$ cat config.mk
export PLATFORM = sky130hd
export DESIGN_NAME = csr_lane_bank
export DESIGN_NICKNAME = d
export VERILOG_FILES = /design/src/rtl/csr_lane_pkg.sv /design/src/rtl/csr_field_store.sv /design/src/rtl/csr_resp_unit.sv /design/src/rtl/csr_addr_decode.sv /design/src/rtl/csr_lane_bank.sv
export SDC_FILE = /design/constraint.sdc
export NUM_CORES = 1
export LEC_CHECK = 0
export BUFFER_PORTS_ARGS = -buffer_cell sky130_fd_sc_hd__buf_4
export CORE_AREA = 2 2 129 131
export DETAILED_ROUTE_END_ITERATION = 10
export DIE_AREA = 0 0 131 133
export PLACE_DENSITY = 0.72
export SYNTH_ARGS = -nofsm -noshare
export SYNTH_HDL_FRONTEND = slang
export SYNTH_SLANG_ARGS = --single-unit
$ cat constraint.sdc
create_clock -name clk -period 3.5 [get_ports clk]
set_input_delay 0.7 -clock clk [delete_from_list [all_inputs] [get_ports clk]]
set_output_delay 0.7 -clock clk [all_outputs]
set_load 0.01 [all_outputs]
$ cat src/rtl/csr_lane_pkg.sv
package csr_lane_pkg;

  localparam int DW     = 32;
  localparam int AW     = 32;
  localparam int LANES  = DW / 8;
  localparam int NFIXED = 3;
  localparam int NFIELD = 10;

  localparam logic [AW-1:0] SCR_BASE   = 32'h0000_0010;
  localparam logic [AW-1:0] REG_STRIDE = 32'd4;

  typedef enum logic [1:0] {
    K_CTRL = 2'd0,
    K_STAT = 2'd1,
    K_CMD  = 2'd2,
    K_SCR  = 2'd3
  } reg_kind_e;

  typedef struct packed {
    reg_kind_e       kind;
    logic [4:0]      lsb;
    logic [4:0]      msb;
    logic            rd;
    logic            wr;
    logic [DW-1:0]   rst;
  } field_desc_t;

  // Each field: owner register kind, bit span, access, reset value (right aligned)
  localparam field_desc_t FIELD_TAB [NFIELD] = '{
    '{K_CTRL, 5'd0,  5'd0,  1'b1, 1'b1, 32'h0000_0000},
    '{K_CTRL, 5'd4,  5'd5,  1'b1, 1'b1, 32'h0000_0002},
    '{K_CTRL, 5'd8,  5'd9,  1'b1, 1'b0, 32'h0000_0003},
    '{K_CTRL, 5'd16, 5'd23, 1'b1, 1'b1, 32'h0000_0010},
    '{K_STAT, 5'd8,  5'd15, 1'b1, 1'b0, 32'h0000_003C},
    '{K_STAT, 5'd24, 5'd31, 1'b1, 1'b0, 32'h0000_00C7},
    '{K_CMD,  5'd0,  5'd15, 1'b0, 1'b1, 32'h0000_0000},
    '{K_CMD,  5'd24, 5'd27, 1'b0, 1'b1, 32'h0000_0000},
    '{K_SCR,  5'd0,  5'd11, 1'b1, 1'b1, 32'h0000_0000},
    '{K_SCR,  5'd20, 5'd27, 1'b1, 1'b1, 32'h0000_005A}
  };

  function automatic logic [DW-1:0] span_mask(int lo, int hi);
    logic [DW-1:0] m;
    m = '0;
    for (int b = 0; b < DW; b++)
      if (b >= lo && b <= hi) m[b] = 1'b1;
    return m;
  endfunction

  function automatic bit field_open(int f, bit want_wr);
    return want_wr ? bit'(FIELD_TAB[f].wr) : bit'(FIELD_TAB[f].rd);
  endfunction

  // Bits covered by fields of kind k that allow the given direction
  function automatic logic [DW-1:0] kind_mask(reg_kind_e k, bit want_wr);
    logic [DW-1:0] m;
    m = '0;
    for (int f = 0; f < NFIELD; f++)
      if (FIELD_TAB[f].kind == k && field_open(f, want_wr))
        m |= span_mask(int'(FIELD_TAB[f].lsb), int'(FIELD_TAB[f].msb));
    return m;
  endfunction

  // Byte lanes from the LSB lane to the MSB lane of each open field
  function automatic logic [LANES-1:0] kind_lanes(reg_kind_e k, bit want_wr);
    logic [LANES-1:0] l;
    l = '0;
    for (int f = 0; f < NFIELD; f++)
      if (FIELD_TAB[f].kind == k && field_open(f, want_wr))
        for (int b = 0; b < LANES; b++)
          if (b >= int'(FIELD_TAB[f].lsb) / 8 && b <= int'(FIELD_TAB[f].msb) / 8)
            l[b] = 1'b1;
    return l;
  endfunction

  function automatic logic [DW-1:0] kind_reset(reg_kind_e k);
    logic [DW-1:0] v;
    v = '0;
    for (int f = 0; f < NFIELD; f++)
      if (FIELD_TAB[f].kind == k)
        v |= (FIELD_TAB[f].rst << FIELD_TAB[f].lsb)
             & span_mask(int'(FIELD_TAB[f].lsb), int'(FIELD_TAB[f].msb));
    return v;
  endfunction

  function automatic logic [DW-1:0] lane_expand(logic [LANES-1:0] be);
    logic [DW-1:0] m;
    for (int l = 0; l < LANES; l++) m[l*8 +: 8] = {8{be[l]}};
    return m;
  endfunction

  function automatic reg_kind_e kind_of(int idx);
    case (idx)
      0:       return K_CTRL;
      1:       return K_STAT;
      2:       return K_CMD;
      default: return K_SCR;
    endcase
  endfunction

  function automatic logic [AW-1:0] addr_of(int idx);
    if (idx < NFIXED) return AW'(idx) * REG_STRIDE;
    return SCR_BASE + AW'(idx - NFIXED) * REG_STRIDE;
  endfunction

endpackage

$ cat src/rtl/csr_field_store.sv
module csr_field_store
  import csr_lane_pkg::*;
#(
  parameter logic [DW-1:0] WMASK = '0,
  parameter logic [DW-1:0] RSTV  = '0
) (
  input  logic             clk,
  input  logic             rst_n,
  input  logic             wr_en,
  input  logic [DW-1:0]    wdata,
  input  logic [LANES-1:0] be,
  output logic [DW-1:0]    q
);

  logic [DW-1:0] upd_mask;

  assign upd_mask = wr_en ? (WMASK & lane_expand(be)) : '0;

  always_ff @(posedge clk) begin
    if (!rst_n) q <= RSTV;
    else        q <= (q & ~upd_mask) | (wdata & upd_mask);
  end

endmodule

$ cat src/rtl/csr_resp_unit.sv
module csr_resp_unit
  import csr_lane_pkg::*;
#(
  parameter logic [DW-1:0]    RMASK  = '0,
  parameter logic [LANES-1:0] RLANES = '0,
  parameter logic [LANES-1:0] WLANES = '0
) (
  input  logic [DW-1:0]    q,
  input  logic             rd_vld,
  input  logic             wr_vld,
  input  logic [LANES-1:0] be,
  output logic [DW-1:0]    rdata,
  output logic             rd_ok,
  output logic             wr_ok,
  output logic             err
);

  assign rdata = q & RMASK;
  assign rd_ok = rd_vld && (|(be & RLANES));
  assign wr_ok = wr_vld && (|(be & WLANES));
  assign err   = !(rd_ok || wr_ok);

endmodule

$ cat src/rtl/csr_addr_decode.sv
module csr_addr_decode
  import csr_lane_pkg::*;
#(
  parameter int NREG = 4
) (
  input  logic [AW-1:0]   addr,
  output logic [NREG-1:0] hit,
  output logic            any_hit
);

  for (genvar i = 0; i < NREG; i++) begin : g_cmp
    assign hit[i] = (addr == addr_of(i));
  end

  assign any_hit = |hit;

endmodule

$ cat src/rtl/csr_lane_bank.sv
module csr_lane_bank
  import csr_lane_pkg::*;
#(
  parameter int SCR_COUNT = 4
) (
  input  logic                              clk,
  input  logic                              rst_n,
  input  logic [AW-1:0]                     req_addr,
  input  logic [DW-1:0]                     req_wdata,
  input  logic                              req_wr_vld,
  input  logic                              req_rd_vld,
  input  logic [LANES-1:0]                  req_be,
  output logic [DW-1:0]                     rsp_data,
  output logic                              rsp_rdy,
  output logic                              rsp_err,
  output logic [(NFIXED+SCR_COUNT)*DW-1:0]  reg_q_flat
);

  localparam int NREG = NFIXED + SCR_COUNT;

  logic [NREG-1:0] dec_hit;
  logic            any_hit;
  logic [NREG-1:0] wr_fire;
  logic [NREG-1:0] err_vec;
  logic [NREG-1:0] rd_ok_vec;
  logic [NREG-1:0] wr_ok_vec;
  logic [DW-1:0]   q_arr     [NREG];
  logic [DW-1:0]   rdata_arr [NREG];
  logic [DW-1:0]   sel_data;
  logic            sel_err;

  csr_addr_decode #(.NREG(NREG)) u_dec (
    .addr    (req_addr),
    .hit     (dec_hit),
    .any_hit (any_hit)
  );

  assign wr_fire = dec_hit & {NREG{req_wr_vld}};

  for (genvar i = 0; i < NREG; i++) begin : g_reg
    localparam reg_kind_e KIND = kind_of(i);

    csr_field_store #(
      .WMASK (kind_mask(KIND, 1'b1)),
      .RSTV  (kind_reset(KIND))
    ) u_store (
      .clk   (clk),
      .rst_n (rst_n),
      .wr_en (wr_fire[i]),
      .wdata (req_wdata),
      .be    (req_be),
      .q     (q_arr[i])
    );

    csr_resp_unit #(
      .RMASK  (kind_mask(KIND, 1'b0)),
      .RLANES (kind_lanes(KIND, 1'b0)),
      .WLANES (kind_lanes(KIND, 1'b1))
    ) u_resp (
      .q      (q_arr[i]),
      .rd_vld (req_rd_vld),
      .wr_vld (req_wr_vld),
      .be     (req_be),
      .rdata  (rdata_arr[i]),
      .rd_ok  (rd_ok_vec[i]),
      .wr_ok  (wr_ok_vec[i]),
      .err    (err_vec[i])
    );

    assign reg_q_flat[i*DW +: DW] = q_arr[i];
  end

  // One-hot select by OR reduction over matched entries
  always_comb begin
    sel_data = '0;
    sel_err  = 1'b0;
    for (int i = 0; i < NREG; i++) begin
      if (dec_hit[i]) begin
        sel_data = sel_data | rdata_arr[i];
        sel_err  = sel_err | err_vec[i];
      end
    end
  end

  always_comb begin
    if (any_hit) begin
      rsp_data = sel_data;
      rsp_err  = sel_err;
      rsp_rdy  = 1'b1;
    end else begin
      rsp_data = '0;
      rsp_err  = 1'b1;
      rsp_rdy  = req_rd_vld || req_wr_vld;
    end
  end

endmodule

==> flow_summary_export.csv <==
group,metric,value,unit
critical_path,start_kind,"primary input",
clock_tree,cts_hold_buf,0,
critical_path,slowest_delay,0.40,ns
critical_path,cp_max_fo,15,
sta,hold_viol_final,0,
sta,slew_headroom,0.559,
synth,yosysWarnings,0,
clock_tree,clock-sinks,111,
drt,drt_iter0_drc,146,
min_path,worstHoldPathType,"flip-flop to flip-flop",
critical_path,cpMostUsedCell,"buf_4",
sta,finalCritPeriodShare,0.877,
synth,synthArstFlopShare,0,
die,boundaryPins,330,
clock_tree,cts.path.max_buffers,2,
sta,finalSetupViolCount,0,
sta,skew,0,ns
grt,antenna_found_initial,1,
synth,dominantRegCellSynth,"dfxtp_1",
synth,ys_types,46,
clock_tree,clk_pin_slew_worst_paths,0.08,ns
synth,syn-cell-area,0.00641,sq mm
placement,dp_slack,0.431,ns
drt,drt_pass1_iterations,5,
drt,remaining_drc_errors,0,
drt,wl_per_cell,16.1,um
drt,via_per_inst,4.76,
drt,num_vias,5218,
clock_tree,cts-htree-levels,3,
synth,synth-edff-count,0,
synth,ys_seq_area_frac,0.346,
placement,post-dp-hpwl,13400,um
clock_tree,cts_tree,"built",
power,power_density,318,mW/mm^2
clock_tree,cts_resized,0,
power,vdd_drop_max,0.000223,V
clock_tree,clockRootBuffer,"clkbuf_16",
critical_path,worstSetupPathType,"primary input to output port",
flow_run,cap_violations,0,
die,fp.dieW,131,um
grt,grt_pass1_vias,4716,
clock_tree,numCtsBuffers,9,
drt,drt-total-wl,17700,um
sta,slew_viol_final,0,
clock_tree,post_cts_buffers,0,
synth,syn_area_per_cell,9.59,sq um
power,p_leak,3.44,nW
critical_path,cp_top_family,"simple AND/OR/NAND/NOR gates",
drt,antenna_left,0,
outcome,status,"finished, final reports clean",
layout,nNetsFinal,943,
sta,tns,0,ns
critical_path,r2r_slack,2.82,ns
critical_path,cp_cell_sequence,"buf_4 -> nor4_2 -> nand4_4 -> or3b_1 -> buf_4 -> o2bb2ai_1 -> buf_4",
synth,synth-seq-cells,111,
grt,grt_usage,0.196,
grt,grt_overflow,0,
critical_path,required,2.80,ns
layout,syn_to_final_growth,26.2,%
sta,tightest_slew,0.660,ns
grt,grt_first_pass_wirelength,26400,um
clock_tree,insertion_delay,0.36,ns
die,dieArea,0.0174,sq mm
sta,grt_setup_unrepaired,"no",
die,coreArea,0.0162,sq mm
critical_path,critPathArrivalTime,2.37,ns
critical_path,cp_slowest_cell,"or3b_1",
layout,antenna-diode-count,0,
sta,period_minus_slack,3.07,ns
die,rows,47,
grt,grt_max_degree,65,
sta,setup_slack,0.431,ns
critical_path,crit_path_end_kind,"output port",
layout,drive_gt1_frac,0.326,
die,die_h,133,um
sta,fmax,326,MHz
placement,place_congestion,0.830,
synth,synthCells,669,
critical_path,path_buf_inv,3,
die,start_util,0.397,
placement,portBuffers,208,
area by class of cell:
| class | instances | area [sq um] |
|---|---|---|
| fill | 1507 | 8080 |
| inverter | 1 | 3.75 |
| multi-input combinational | 521 | 3580 |
| tap | 220 | 275 |
| clock inverter | 7 | 85.1 |
| clock buffer | 9 | 225 |
| timing repair buffer | 227 | 1700 |
| sequential | 111 | 2220 |
worst paths after layout:
path | depth (start not counted) | startpoint | end
min reg2reg | 2 | flip-flop | flip-flop
max reg2reg | 2 | flip-flop | flip-flop
min | 2 | flip-flop | flip-flop
max | 7 | req_addr[15] | rsp_data[23]
stage by stage:
step	hold slack (ns)	power [mW]	utilization	area, sq um	instances
floorplan	0.479	1.53	-	6850	784
global placement	0.444	1.53	0.481	7790	1080
detailed placement	0.446	1.53	0.481	7790	1080
CTS	0.463	2.59	0.501	8100	1096
global route	0.486	2.67	0.501	8100	1096
finish	0.461	2.58	0.501	8100	1096
synthesized netlist by cell type (all sizes together) (3+ instances only):
cell       n  share of area
nand2    132          0.077
nor2       3         0.0021
nand4      4         0.0072
a21oi      8         0.0062
clkbuf    23          0.013
nor4b      3         0.0074
o2bb2ai    9          0.012
nor4      22          0.063
mux2       5         0.0088
mux2i    113           0.18
dfxtp    111           0.35
and2       9         0.0088
a221oi     7         0.0096
nor3      10          0.023
a22oi     19          0.022
buf      128           0.15
nor2b     29          0.028
nand3      3         0.0023
a22o       7         0.0096
o22ai      6         0.0059
logic make-up after synthesis:
group,Yosys count,share of synthesized area
buf+inv,152,0.163
other cells,2,0.00117
simple gates,222,0.228
flops,111,0.346
mux,118,0.185
compound gates,64,0.0757
metal layers:
layer	up-vias	track usage	part of all wire
met4	2	0.0650	0.018
met5	-	0	0.00074
met2	235	0.333	0.50
met3	30	0.0469	0.079
met1	2461	0.241	0.40
li1	2490	-	-
power breakdown:
group	switching (mW)	internal (mW)	leakage, nW
combinational	0.165	0.0805	2.40
clock	0.552	0.516	0.147
sequential	0.0000000000896	1.26	0.894
total	0.717	1.86	3.44
worst register-to-register path, stage by stage, from the launching register on:
cell	delay, ns
dfxtp_1	0.36
nor2b_1	0.13
mux2i_1	0.07
layout by cell type (no fill, tap or decap), drive strengths merged, types with 2 or more instances in the layout:
cell	count
clkbuf	9
nand2	132
inv	5
a22o	7
nor3	10
clkinv	2
nor4b	3
nand3	3
and2	9
a211o	2
nor2b	29
o21bai	2
o22ai	6
nor4	22
nand4	4
conb	117
mux2	5
mux2i	113
o2bb2ai	9
a221oi	7
nor2	3
a22oi	19
buf	227
a21oi	8
or3	2
dfxtp	111
Power figures use the tool's default switching activity.
